<file path="config.mk">
export PLATFORM = sky130hd
export DESIGN_NAME = adc_serial_readout
export DESIGN_NICKNAME = d
export VERILOG_FILES = /design/src/rtl/adc_rd_pkg.sv /design/src/rtl/adc_conv_timer.sv /design/src/rtl/adc_burst_gen.sv /design/src/rtl/adc_frame_shifter.sv /design/src/rtl/adc_serial_readout.sv
export SDC_FILE = /design/constraint.sdc
export NUM_CORES = 1
export LEC_CHECK = 0
export BUFFER_PORTS_ARGS = -buffer_cell sky130_fd_sc_hd__buf_2
export CAP_MARGIN = 20
export CORE_UTILIZATION = 51
export CTS_CLUSTER_DIAMETER = 120
export CTS_CLUSTER_SIZE = 30
export DETAILED_ROUTE_END_ITERATION = 10
export MAX_ROUTING_LAYER = met4
export PLACE_DENSITY = 0.67
export SETUP_SLACK_MARGIN = 0.4
export SKIP_CTS_REPAIR_TIMING = 1
export SYNTH_ARGS = -nofsm -noshare
export SYNTH_HDL_FRONTEND = slang
export SYNTH_SLANG_ARGS = --single-unit
</file>
<file path="constraint.sdc">
create_clock -name clk -period 2.4 [get_ports clk]
set_input_delay 0.12 -clock clk [delete_from_list [all_inputs] [get_ports clk]]
set_output_delay 0.12 -clock clk [all_outputs]
set_load 0.1 [all_outputs]
</file>
<file path="src/rtl/adc_rd_pkg.sv">
package adc_rd_pkg;
   // Encoding is {frame16_sel, contclk_sel}
   typedef enum logic [1:0] {
      MODE_A = 2'b00,
      MODE_B = 2'b01,
      MODE_C = 2'b10,
      MODE_D = 2'b11
   } rd_mode_e;
endpackage

</file>
<file path="src/rtl/adc_conv_timer.sv">
module adc_conv_timer
   import adc_rd_pkg::*;
#(
   parameter int DATA_W        = 12,
   parameter int CONV_A_CYC    = 280,
   parameter int CONV_LONG_CYC = 320,
   parameter int ACQ_CYC       = 60
) (
   input  logic              clk,
   input  logic              rst_n,
   input  logic              start_rise,
   input  logic              long_conv,
   input  logic              rd_busy,
   input  logic [DATA_W-1:0] sample_in,
   output logic [DATA_W-1:0] hold_word,
   output logic              converting,
   output logic              acquiring,
   output logic              eoc,
   output logic              overrun
);
   localparam int CONV_MAX = (CONV_A_CYC > CONV_LONG_CYC) ? CONV_A_CYC : CONV_LONG_CYC;
   localparam int CW = $clog2(CONV_MAX + 1);
   localparam int AW = $clog2(ACQ_CYC + 1);

   if (CONV_A_CYC < 2 || CONV_LONG_CYC < 2 || ACQ_CYC < 1) begin : g_bad_timing
      $error("conversion lengths must be >= 2 and acquisition >= 1");
   end

   logic [CW-1:0] conv_cnt;
   logic [AW-1:0] acq_cnt;

   always_ff @(posedge clk) begin
      if (!rst_n) begin
         converting <= 1'b0;
         acquiring  <= 1'b0;
         eoc        <= 1'b0;
         overrun    <= 1'b0;
         conv_cnt   <= '0;
         acq_cnt    <= '0;
         hold_word  <= '0;
      end else begin
         eoc <= 1'b0;
         if (start_rise) begin
            if (converting || acquiring || rd_busy) begin
               overrun <= 1'b1;
            end else begin
               converting <= 1'b1;
               hold_word  <= sample_in;
               conv_cnt   <= long_conv ? CW'(CONV_LONG_CYC - 1) : CW'(CONV_A_CYC - 1);
            end
         end
         if (converting) begin
            if (conv_cnt == '0) begin
               converting <= 1'b0;
               eoc        <= 1'b1;
               acquiring  <= 1'b1;
               acq_cnt    <= AW'(ACQ_CYC - 1);
            end else begin
               conv_cnt <= conv_cnt - 1'b1;
            end
         end
         if (acquiring) begin
            if (acq_cnt == '0) acquiring <= 1'b0;
            else               acq_cnt   <= acq_cnt - 1'b1;
         end
      end
   end

   p_eoc_follows_conv_r2: assert property (@(posedge clk) disable iff (!rst_n)
      $fell(converting) |-> (eoc && acquiring));
   p_eoc_single_r2: assert property (@(posedge clk) disable iff (!rst_n)
      eoc |=> !eoc);
   p_overrun_sticky_r9: assert property (@(posedge clk) disable iff (!rst_n)
      $past(overrun) |-> overrun);
endmodule

</file>
<file path="src/rtl/adc_burst_gen.sv">
module adc_burst_gen #(
   parameter int SCLK_HALF = 5,
   parameter int PULSES    = 14
) (
   input  logic clk,
   input  logic rst_n,
   input  logic start,
   input  logic idle_high,
   output logic sclk
);
   localparam int HW = $clog2(SCLK_HALF + 1);
   localparam int TW = $clog2(2 * PULSES + 1);

   if (SCLK_HALF < 2 || PULSES < 1) begin : g_bad_burst
      $error("burst half period must be >= 2 and pulse count >= 1");
   end

   logic          run;
   logic [HW-1:0] half_cnt;
   logic [TW-1:0] tog_cnt;

   always_ff @(posedge clk) begin
      if (!rst_n) begin
         run      <= 1'b0;
         sclk     <= idle_high;
         half_cnt <= '0;
         tog_cnt  <= '0;
      end else if (!run) begin
         sclk <= idle_high;
         if (start) begin
            run      <= 1'b1;
            half_cnt <= HW'(SCLK_HALF - 1);
            tog_cnt  <= '0;
         end
      end else if (half_cnt == '0) begin
         sclk     <= ~sclk;
         half_cnt <= HW'(SCLK_HALF - 1);
         if (tog_cnt == TW'(2 * PULSES - 1)) run <= 1'b0;
         else                                tog_cnt <= tog_cnt + 1'b1;
      end else begin
         half_cnt <= half_cnt - 1'b1;
      end
   end

   p_burst_ends_idle_r3: assert property (@(posedge clk) disable iff (!rst_n)
      $fell(run) |-> (sclk == idle_high));
endmodule

</file>
<file path="src/rtl/adc_frame_shifter.sv">
module adc_frame_shifter
   import adc_rd_pkg::*;
#(
   parameter int DATA_W      = 12,
   parameter int SHORT_FRAME = 14,
   parameter int LONG_FRAME  = 16
) (
   input  logic              clk,
   input  logic              rst_n,
   input  rd_mode_e          mode,
   input  logic              idle_high,
   input  logic              sclk_src,
   input  logic              eoc,
   input  logic [DATA_W-1:0] word_in,
   output logic              frame_n,
   output logic              sdata,
   output logic              busy
);
   localparam int CW = $clog2(LONG_FRAME + 2);

   logic [CW-1:0]     open_at, close_at, lead, ret_cnt, dat_cnt;
   logic [DATA_W-1:0] shreg;
   logic              src_q, armed, in_frame, ret_edge, dat_edge;

   // Per-mode frame geometry, counted in return edges
   always_comb begin
      unique case (mode)
         MODE_A: begin
            open_at = CW'(SHORT_FRAME - DATA_W); close_at = CW'(SHORT_FRAME);
            lead = '0;
         end
         MODE_B: begin
            open_at = CW'(1); close_at = CW'(SHORT_FRAME + 1);
            lead = CW'(SHORT_FRAME - DATA_W);
         end
         MODE_C: begin
            open_at = '0; close_at = CW'(LONG_FRAME);
            lead = CW'(LONG_FRAME - DATA_W);
         end
         default: begin
            open_at = CW'(1); close_at = CW'(LONG_FRAME + 1);
            lead = CW'(LONG_FRAME - DATA_W);
         end
      endcase
   end

   assign ret_edge = (sclk_src != src_q) && (sclk_src == idle_high);
   assign dat_edge = (sclk_src != src_q) && (sclk_src != idle_high);
   assign frame_n  = ~in_frame;
   assign busy     = armed | in_frame;

   always_ff @(posedge clk) begin
      if (!rst_n) begin
         src_q    <= idle_high;
         armed    <= 1'b0;
         in_frame <= 1'b0;
         sdata    <= 1'b0;
         ret_cnt  <= '0;
         dat_cnt  <= '0;
         shreg    <= '0;
      end else begin
         src_q <= sclk_src;
         if (!armed && !in_frame) begin
            if (eoc) begin
               ret_cnt <= '0;
               dat_cnt <= '0;
               shreg   <= word_in;
               if (open_at == '0) in_frame <= 1'b1;
               else               armed    <= 1'b1;
            end
         end else if (ret_edge) begin
            ret_cnt <= ret_cnt + 1'b1;
            if (armed && (ret_cnt + CW'(1) == open_at)) begin
               armed    <= 1'b0;
               in_frame <= 1'b1;
            end
            if (in_frame && (ret_cnt + CW'(1) == close_at)) begin
               in_frame <= 1'b0;
               sdata    <= 1'b0;
            end
         end else if (dat_edge && in_frame) begin
            dat_cnt <= dat_cnt + 1'b1;
            if (dat_cnt >= lead) begin
               sdata <= shreg[DATA_W-1];
               shreg <= {shreg[DATA_W-2:0], 1'b0};
            end else begin
               sdata <= 1'b0;
            end
         end
      end
   end

   p_quiet_line_r7: assert property (@(posedge clk) disable iff (!rst_n)
      frame_n |-> !sdata);
endmodule

</file>
<file path="src/rtl/adc_serial_readout.sv">
module adc_serial_readout
   import adc_rd_pkg::*;
#(
   parameter int DATA_W        = 12,
   parameter int SHORT_FRAME   = 14,
   parameter int LONG_FRAME    = 16,
   parameter int CONV_A_CYC    = 280,
   parameter int CONV_LONG_CYC = 320,
   parameter int ACQ_CYC       = 60,
   parameter int SCLK_HALF     = 5
) (
   input  logic              clk,
   input  logic              rst_n,
   input  logic              conv_start,
   input  logic              frame16_sel,
   input  logic              contclk_sel,
   input  logic              idle_high,
   input  logic              ext_sclk,
   input  logic [DATA_W-1:0] sample_in,
   output logic              frame_n,
   output logic              sclk_out,
   output logic              sdata,
   output logic              tracking,
   output logic              acquiring,
   output logic              eoc,
   output logic              overrun
);
   if (SHORT_FRAME <= DATA_W || LONG_FRAME <= SHORT_FRAME) begin : g_bad_frame
      $error("frames must satisfy DATA_W < SHORT_FRAME < LONG_FRAME");
   end

   rd_mode_e          mode;
   logic              conv_q, start_rise, converting, rd_busy, gen_sclk, sclk_src;
   logic [DATA_W-1:0] hold_word;

   assign mode       = rd_mode_e'({frame16_sel, contclk_sel});
   assign start_rise = conv_start & ~conv_q;
   assign sclk_src   = (mode == MODE_A) ? gen_sclk : ext_sclk;
   assign sclk_out   = gen_sclk;
   assign tracking   = ~converting;

   always_ff @(posedge clk) begin
      if (!rst_n) conv_q <= 1'b0;
      else        conv_q <= conv_start;
   end

   adc_conv_timer #(
      .DATA_W(DATA_W), .CONV_A_CYC(CONV_A_CYC),
      .CONV_LONG_CYC(CONV_LONG_CYC), .ACQ_CYC(ACQ_CYC)
   ) u_timer (
      .clk(clk), .rst_n(rst_n), .start_rise(start_rise),
      .long_conv(mode != MODE_A), .rd_busy(rd_busy), .sample_in(sample_in),
      .hold_word(hold_word), .converting(converting), .acquiring(acquiring),
      .eoc(eoc), .overrun(overrun)
   );

   adc_burst_gen #(.SCLK_HALF(SCLK_HALF), .PULSES(SHORT_FRAME)) u_burst (
      .clk(clk), .rst_n(rst_n), .start(eoc && (mode == MODE_A)),
      .idle_high(idle_high), .sclk(gen_sclk)
   );

   adc_frame_shifter #(
      .DATA_W(DATA_W), .SHORT_FRAME(SHORT_FRAME), .LONG_FRAME(LONG_FRAME)
   ) u_shift (
      .clk(clk), .rst_n(rst_n), .mode(mode), .idle_high(idle_high),
      .sclk_src(sclk_src), .eoc(eoc), .word_in(hold_word),
      .frame_n(frame_n), .sdata(sdata), .busy(rd_busy)
   );

   p_no_frame_in_conv_r9: assert property (@(posedge clk) disable iff (!rst_n)
      !frame_n |-> tracking);
endmodule

</file>
* Yosys cells after proc, flatten, opt, wreduce, memory -nomap -nowiden
Cells that the tools add are included. Widths: inputs -> output; s select.
Storage, ports and cells: register bits 68, latch bits 0, RAM bits 0, bits in read-only memories 0, input bits 19, logic and storage cells 147, memories kept 0
Operators by class: add/sub/neg operators 6, $mul 0, divide/modulo/power cells 0, $lt $le $gt $ge 1, equal/unequal tests 16, shifts and indexed selects 0, multiplexer cells 63, bitwise gates (word level) 8, reduce and logical (&&, ||, !) cells 34
Operators by type and width (count):
- $mux 12 | 5
- $mux 5 | 10
- $mux 9 | 4
- $mux 1 | 33
- $mux 6 | 5
- $add 5x1->5 const B | 3
- $pmux 5 s3 | 1
- $ne 2x2->1 const B | 7
- $reduce_bool 2->1 | 7
- $reduce_and 4->1 | 3
- $logic_not 9->1 | 1
- $mux 3 | 3
- $reduce_and 3->1 | 3
- $sub 9x1->9 const B | 1
- $reduce_and 2->1 | 4
- $logic_and 1x1->1 | 7
- $logic_not 6->1 | 1
- $not 1->1 | 6
- $pmux 3 s2 | 1
- $sub 6x1->6 const B | 1
- $eq 5x2->1 | 1
- $eq 5x5->1 | 1
- $eq 5x5->1 const B | 1
- $ge 5x3->1 | 1
- other kinds (15) | 18

* Depth between registers and ports, before layout
Gate-level depths: netlist of the first run.
depth after elaboration 8, gate-level depth with buffers 10

* Modules after synthesis
Synthesis of the first run repeated with hierarchy kept, for this count alone.
Second synthesis, totals: cell total of the unflattened synthesis 408, area, all modules 3514.6 um2
Modules (own cells, without submodules):
- adc_frame_shifter | times used 1, cells an instance 177, area an instance 1522.7 um2
- adc_conv_timer | times used 1, cells an instance 162, area an instance 1381.3 um2
- adc_burst_gen | times used 1, cells an instance 61, area an instance 543.0 um2
- adc_serial_readout | times used 1, cells an instance 8, area an instance 67.6 um2

* Worst setup path before layout of the first run
OpenSTA, ideal clock, no wires.
kind register -> register, start point register u_burst.sclk, end point register u_shift.shreg[10], arrival time 2.432 ns, required time 2.284 ns, setup slack -0.148 ns, stages on the path, launching flop included 7, path buffers 1, cells stage by stage edfxtp_1 -> or3b_4 -> nor3b_1 -> a2bb2oi_2 -> or2_2 -> buf_6 -> o211a_1
On the way: word-level cells in the longest chain between the ends 6, elaborated cells on any way between the ends 10, those cells by class eq/ne: 4; mux: 1; reduce/logical: 5
Ends and longest elaborated chain:
- from (decl) | line adc_burst_gen.sv:9 | output logic sclk
- from (signal assigned) | line adc_burst_gen.sv:25 | sclk <= idle_high;
- from (signal assigned) | line adc_burst_gen.sv:29 | sclk <= idle_high;
- from (signal assigned) | line adc_burst_gen.sv:36 | sclk <= ~sclk;
- $mux 1 (*) | line adc_serial_readout.sv:38 | assign sclk_src = (mode == MODE_A) ? gen_sclk : ext_sclk;
- $ne 1x1->1, on equally long branches | line adc_frame_shifter.sv:47, adc_frame_shifter.sv:48
- $logic_and 1x1->1 | line adc_frame_shifter.sv:48 | assign dat_edge = (sclk_src != src_q) && (sclk_src != idle_high);
- $logic_and 1x1->1 | line adc_frame_shifter.sv:81 | end else if (dat_edge && in_frame) begin
- $reduce_bool 2->1 (no source line)
- $reduce_and 4->1 (no source line) (*)
- to (signal assigned) | line adc_frame_shifter.sv:67 | shreg <= word_in;
- to (signal assigned) | line adc_frame_shifter.sv:85 | shreg <= {shreg[DATA_W-2:0], 1'b0};
- to (decl) | line adc_frame_shifter.sv:22 | logic [DATA_W-1:0] shreg;
Mark *: on every way between the ends. The rest lies on a longest branch, timed or not. A chain may end at the register's enable or synchronous reset.

* Final worst setup path of the first run
start point register u_burst.sclk, end point register u_shift.shreg[11]
Same word-level chain as after synthesis.

==> impl_metrics.ini, run 1 <==
[outcome]
status = finished, violations left
violations = design-rule violations

[timing]
fmax_mhz = 487
finalCritPeriodShare = 0.855
hold_viol_final = 0
min_period_ps = 2050
slew_violations = 0
tightest_slew_ps = 677
rsz0062_at_grt = true
setup_ws_ps = 348
setup_tns_ps = 0
skew_ps = 9.76
setup_viol = 0
relSlewSlack = 0.548

[cts]
numCtsBuffers = 9
cts_tree = built
path_clk_slew_ps = 80
cts.sinks = 68
cts_max_path_buffers = 2
clock_latency_ps = 340
ctsRootBufferMaster = clkbuf_8
cts-htree-levels = 3

[floorplan]
dieArea_mm2 = 0.00703
dieHeight_um = 83.8
fp-row-count = 29
core_mm2 = 0.00642
die_x_um = 83.8
ioPinCount = 26
initial_core_util = 0.532

[worst_setup_path]
endpoint_kind = register
worstPathMaxFanout = 5
worstPathArrival_ps = 2300
crit_required_ps = 2650
critical_path.startpoint_type = register
path_class = reg2reg

[drt]
drc = 6
drt-initial-drc-count = 132
drtPass1Iterations = 9
final_antenna_net_count = 0
avgViaCountPerCell = 5.76
post_drt_wl_per_cell_um = 14.8
wirelength_um = 7670
vias = 2989

[logic_synthesis]
synth_most_common_cell = dfxtp_1
syn_area_mm2 = 0.00341
yosysSeqAreaShare = 0.402
synth_ff_type = dfxtp_1
synthDistinctLibCells = 63
syn-num-nets = 422
ys_ff_latch = 68
synth-edff-count = 1
syn_avg_cell_area_um2 = 8.67
synth_top_area_frac = 0.393
async_flop_share = 0
synthCells = 394
synth.area.top_cells = dfxtp_1 (39%), nand2_1 (5.6%), a21oi_1 (4.7%), nor2_1 (3.7%), o21ai_0 (3.7%)
yosys.area.top_type = dfxtp_1
yosysWarnings = 0
synth_common_cells = dfxtp_1 (67), nand2_1 (51), nor2_1 (34), a21oi_1 (32), o21ai_0 (25)

[final_layout]
drive_gt1_frac = 0.251
nFillCells = 533
nets = 465
antenna_cells = 0
area_growth_syn_to_layout_pct = 20.6
finish.instance_area_mm2 = 0.00412
utilization = 0.641

[job]
cap_viol_max_count = 0

[power_and_ir_drop]
powerDensity_mw_per_mm2 = 699
swShare = 0.287
p_int_uw = 2050
total_power_uw = 2880
pwr-share-seq = 0.444
p_clk_frac = 0.363
p_comb_frac = 0.193
power.net_switching_uw = 826
peakVddDrop_mv = 0.454
p_leak_uw = 0.00176

[global_routing]
antenna_found_initial = 0
grt_overflow = 0
grtUsageTotal = 0.220
grt_max_degree = 38
grt_pass1_wl_um = 12100
first_global_vias = 2628

[place]
gp_congestion = 0.849
hpwl_um = 4770
place_ws_ps = 281
placed_area_mm2 = 0.00361
portBuffers = 25

[min_path]
hp-class = in2reg
through the flow:
| stage | std cells | hold WS, ps |
|---|---|---|
| finish | 519 | 3.58 |
| global route | 519 | 3.16 |
| CTS | 499 | -8.30 |
| detailed placement | 483 | 366 |
| global placement | 483 | 361 |
| floorplan | 394 | 242 |
cell type report:
cell class | count | area [um^2] | share of cell area
Multi-Input combinational cell | 288 | 2010 | 0.488
Clock buffer | 12 | 145 | 0.0352
Sequential cell | 68 | 1380 | 0.335
Tap cell | 77 | 96.3 | 0.0234
Timing Repair Buffer | 53 | 348 | 0.0845
Inverter | 17 | 68.8 | 0.0167
Clock inverter | 4 | 72.6 | 0.0176
power groups by stage:
stage                     clock network [uW]  logic, uW  registers, uW
after floorplan                            0        351           1300
after global placement                     0        452           1290
after detailed placement                   0        460           1290
after CTS                               1070        462           1260
after global routing                    1110        607           1290
final                                   1040        557           1280
worst max-delay path, stage by stage (launching register included):
cell	delay [ps]
edfxtp_1	400
or3b_4	430
a2111oi_4	330
buf_4	200
a2bb2oi_4	210
buf_4	140
nor3_2	30
a311oi_2	220
routing by layer:
layer | share of wire | global-route usage | wire length, um | up-vias
met3 | 0.037 | 0.0633 | 287 | 4
met2 | 0.49 | 0.346 | 3760 | 60
met1 | 0.46 | 0.279 | 3560 | 1422
met5 | 0 | - | 0 | -
met4 | 0.0074 | 0.0533 | 57 | 0
li1 | - | - | - | 1503
state kept, by name, summed over array words and instances (netlist names), 3 cells and up:
signal,count
u_shift.ret_cnt,5
u_shift.shreg,12
u_timer.hold_word,12
u_timer.conv_cnt,9
u_shift.dat_cnt,5
u_timer.acq_cnt,6
u_burst.half_cnt,3
u_burst.tog_cnt,5
cell families (layout without fill, tap and decap cells):
family | count (synthesis) | in the layout | share of synthesized area
buffers and inverters | 38 | 86 | 0.0495
DFF | 68 | 68 | 0.402
xor gates and xnor gates | 14 | 14 | 0.0359
muxes | 14 | 14 | 0.0425
adders and majority gates | 9 | 9 | 0.0330
AOI/OAI and AO/OA | 105 | 105 | 0.224
and+or+nand+nor | 146 | 146 | 0.214
worst paths after layout:
check	startpoint	end	slack, ps	cells past startpoint
hold / removal	sample_in[8]	u_timer.hold_word[8]	4	3
setup / recovery	u_burst.sclk	u_shift.shreg[11]	350	7
hold reg to reg	u_timer.hold_word[5]	u_timer.hold_word[5]	460	2
setup reg to reg	u_burst.sclk	u_shift.shreg[11]	350	7
layout by cell type, fill, tap and decap left out, types with 11 or more instances in the layout:
cell	instances
buf_4	24
o211a_1	11
o21ai_0	17
inv_1	14
dfxtp_1	65
nor2_1	33
nand2_1	51
a21oi_1	31
buf_2	25
Power figures use the tool's default switching activity.
==> inputs of run 2 (changes only) <==
CORE_ASPECT_RATIO = 0.5   (was default)
SETUP_SLACK_MARGIN = default   (was 0.4)
==> impl_metrics.ini, run 2 (same netlist as run 1, synthesis figures left out) <==
[floorplan]
dieArea_mm2 = 0.00705
dieHeight_um = 59.9
core_mm2 = 0.00626
die_x_um = 118
fp-row-count = 20
initial_core_util = 0.546
ioPinCount = 26

[place]
gp_congestion = 0.792
placed_area_mm2 = 0.00363
hpwl_um = 5250
portBuffers = 25
numPlacedInstances = 495

[final_layout]
nets = 446
multi_input_area_mm2 = 0.00189
regArea_mm2 = 0.00137
area_growth_syn_to_layout_pct = 16.1
nFillCells = 536
layout_common_cells = dfxtp_1 (67), nand2_1 (51), nor2_1 (34)
top_regs = u_shift.shreg (12), u_timer.hold_word (12), u_timer.conv_cnt (9)
drive_gt1_frac = 0.177
antenna_cells = 0
finish.instance_area_mm2 = 0.00396
final_cells = 511
layout_commonest_cell = dfxtp_1

[cts]
cts.sinks = 68
numCtsBuffers = 9
cts_max_path_buffers = 2
cts_tree = built
path_clk_slew_ps = 50
clock_latency_ps = 330
ctsRootBufferMaster = clkbuf_16
cts-htree-levels = 3

[drt]
post_drt_wl_per_cell_um = 14.8
drtPass1Iterations = 4
wirelength_um = 7580
final_antenna_net_count = 0
drt-initial-drc-count = 184
drc = 0
vias = 2927
avgViaCountPerCell = 5.73

[timing]
fmax_mhz = 454
slew_violations = 0
setup_viol = 0
skew_ps = 4.89
rsz0062_at_grt = false
finalCritPeriodShare = 0.918
tightest_slew_ps = 680
relSlewSlack = 0.546
min_period_ps = 2200
hold_viol_final = 0

[worst_setup_path]
crit_required_ps = 2620
crit_family = compound AO/OA/AOI/OAI gates
slowest_stage = or3b_2
path_class = reg2reg
endpoint_kind = register
critPathBufInv = 1
critical_path.startpoint_type = register
worstPathCellList = inv_1 -> ha_1 -> or3b_2 -> o41ai_4 -> nand2_1 -> o221a_2
worstPathMaxFanout = 7
slowest_delay_ps = 540
worstPathArrival_ps = 2420

[power_and_ir_drop]
p_leak_uw = 0.00169
peakVddDrop_mv = 0.506
powerDensity_mw_per_mm2 = 797

[job]
cap_viol_max_count = 0

[global_routing]
grt_overflow = 0
grtUsageTotal = 0.237
antenna_found_initial = 0
grt_pass1_wl_um = 12600
grt_max_degree = 38
first_global_vias = 2716

[outcome]
status = completed

[min_path]
hp-class = in2reg
## run 2: cell types whose count changed in the layout (fill, tap and decap cells not counted), moves of 6 or more
cell,change
clkbuf_16,+10
clkbuf_8,-7
o21ai_0,+8
buf_4,-15
o21ai_2,-6
## run 2: final cells by class
cell class,instances,area share
Tap cell,88,0.0278
Timing Repair Buffer,34,0.0486
Clock buffer,14,0.0745
Clock inverter,2,0.00947
Sequential cell,68,0.346
Multi-Input combinational cell,288,0.478
Inverter,17,0.0161
## run 2: stage by stage
stage,setup slack (ps),power (uW),hold slack [ps],TNS [ps],util
floorplan,-129,1650,242,-1780,-
detailed placement,216,1760,369,0,0.580
CTS,213,3170,22.3,0,0.634
finish,197,3160,25.2,0,0.634
global route,57.4,3290,23.7,0,0.634
global placement,317,1740,358,0,0.580
## run 2: routing by layer
layer	up-vias	wire (um)	global-route usage	part of all wire
met3	7	297	0.0639	0.039
li1	1460	-	-	-
met4	0	61	0.0769	0.0081
met2	50	3540	0.395	0.47
met5	-	0	-	0
met1	1410	3680	0.285	0.49
## run 2: power by group
part           internal (uW)  switching [uW]  leakage, uW  total [uW]
combinational            179             285     0.000977         464
clock                    952             470     0.000160        1420
sequential              1200            73.0     0.000555        1270
total                   2330             827      0.00169        3160
## run 2: worst min-delay path: stages
cell and delay (ps):
buf_2 100, nand2_1 40, a21oi_1 50
## run 2: final timing paths
check	from	end	slack (ps)	cells past startpoint
worst max-delay path	u_timer.conv_cnt[0]	u_timer.conv_cnt[2]	200	6
worst max register to register	u_timer.conv_cnt[0]	u_timer.conv_cnt[2]	200	6
worst min-delay path	sample_in[4]	u_timer.hold_word[4]	30	3
worst min register to register	u_timer.hold_word[3]	u_timer.hold_word[3]	450	2
==> inputs of run 3 (changes only) <==
PLACE_DENSITY = 0.79   (was 0.67)
==> impl_metrics.ini, run 3 (same netlist as run 1, synthesis figures left out) <==
[worst_setup_path]
critical_path.startpoint_type = register
path_class = reg2reg
crit_required_ps = 2610
endpoint_kind = register
worstPathMaxFanout = 7
worstPathArrival_ps = 2360

[final_layout]
top_regs = u_shift.shreg (12), u_timer.hold_word (12), u_timer.conv_cnt (9)
drive_gt1_frac = 0.173
nets = 444
antenna_cells = 0
area_growth_syn_to_layout_pct = 15.2
layout_commonest_cell = dfxtp_1
layout_common_cells = dfxtp_1 (67), nand2_1 (51), nor2_1 (34)
final_cells = 509

[power_and_ir_drop]
total_power_uw = 3110
powerDensity_mw_per_mm2 = 790
swShare = 0.265
p_int_uw = 2290
peakVddDrop_mv = 0.338
p_comb_frac = 0.145
power.net_switching_uw = 823
p_leak_uw = 0.00168
p_clk_frac = 0.445
pwr-share-seq = 0.410

[global_routing]
grt_overflow = 0
grtUsageTotal = 0.227
grt_max_degree = 38
first_global_vias = 2703
grt_pass1_wl_um = 12300
antenna_found_initial = 0

[floorplan]
ioPinCount = 26
core_mm2 = 0.00626
initial_core_util = 0.546
fp-row-count = 20
die_x_um = 118
dieHeight_um = 59.9
dieArea_mm2 = 0.00705

[timing]
hold_viol_final = 0
timing.hold.ws_ps = 28.6
relSlewSlack = 0.535
tightest_slew_ps = 696
setup_viol = 0
slew_violations = 0
setup_tns_ps = 0
finalCritPeriodShare = 0.896
rsz0062_at_grt = false
min_period_ps = 2150
skew_ps = 7.01
fmax_mhz = 465

[min_path]
hp-class = in2reg

[place]
hpwl_um = 4830
numPlacedInstances = 493
portBuffers = 25
gp_congestion = 0.810

[drt]
final_antenna_net_count = 0
drt-initial-drc-count = 145
drtPass1Iterations = 4
drc = 0
vias = 2888
post_drt_wl_per_cell_um = 14.0
avgViaCountPerCell = 5.67
wirelength_um = 7110

[cts]
cts.sinks = 68
cts-htree-levels = 3
clock_latency_ps = 330
numCtsBuffers = 9
cts_tree = built
ctsRootBufferMaster = clkbuf_16
path_clk_slew_ps = 50
cts_max_path_buffers = 2

[job]
cap_viol_max_count = 0

[outcome]
status = completed
run 3: cell count changes in the layout (fill, tap and decap cells not counted), sizes merged:
cell    delta
buf        -2
clkbuf     -4
bufinv     +1
clkinv     +2
inv        +1
run 3: worst max-delay path: stages, from the launching register on:
cell     delay [ps]
dfxtp_1         340
inv_1            90
ha_1            170
or3b_2          530
o41ai_4         470
nand2_1         170
o221a_2         290
run 3: final cells by class:
class                      instances  area, um^2
tap                               88         110
sequential                        68        1370
multi-input combinational        288        1890
clock buffer                      10         229
inverter                          17        63.8
fill                             526        2320
clock inverter                     6        87.6
timing repair buffer              32         178
run 3: stage by stage:
stage               setup slack [ps]  cell area (um^2)   util
detailed placement               251              3620  0.578
global placement                 293              3620  0.578
CTS                              241              3930  0.629
global route                    91.6              3930  0.629
finish                           250              3930  0.629
floorplan                       -129              3430      -
run 3: power by group through the flow:
stage / clock (uW) / sequential (uW) / combinational, uW
6_report: 1380 / 1270 / 450
5_1_grt: 1460 / 1290 / 499
4_1_cts: 1400 / 1270 / 451
3_5_place_dp: 0 / 1300 / 445
3_3_place_gp: 0 / 1300 / 439
2_1_floorplan: 0 / 1300 / 350
run 3: final timing paths:
check	start	endpoint	slack, ps	depth (start not counted)
setup / recovery	u_timer.conv_cnt[0]	u_timer.conv_cnt[4]	250	6
hold / removal	sample_in[4]	u_timer.hold_word[4]	30	3
setup reg to reg	u_timer.conv_cnt[0]	u_timer.conv_cnt[4]	250	6
hold reg to reg	u_timer.hold_word[8]	u_timer.hold_word[8]	460	2
run 3: per-layer routing:
metal | track usage | routed length, um
met5 | - | 0
met4 | 0.0769 | 42
met3 | 0.0534 | 337
met2 | 0.381 | 3230
met1 | 0.274 | 3510
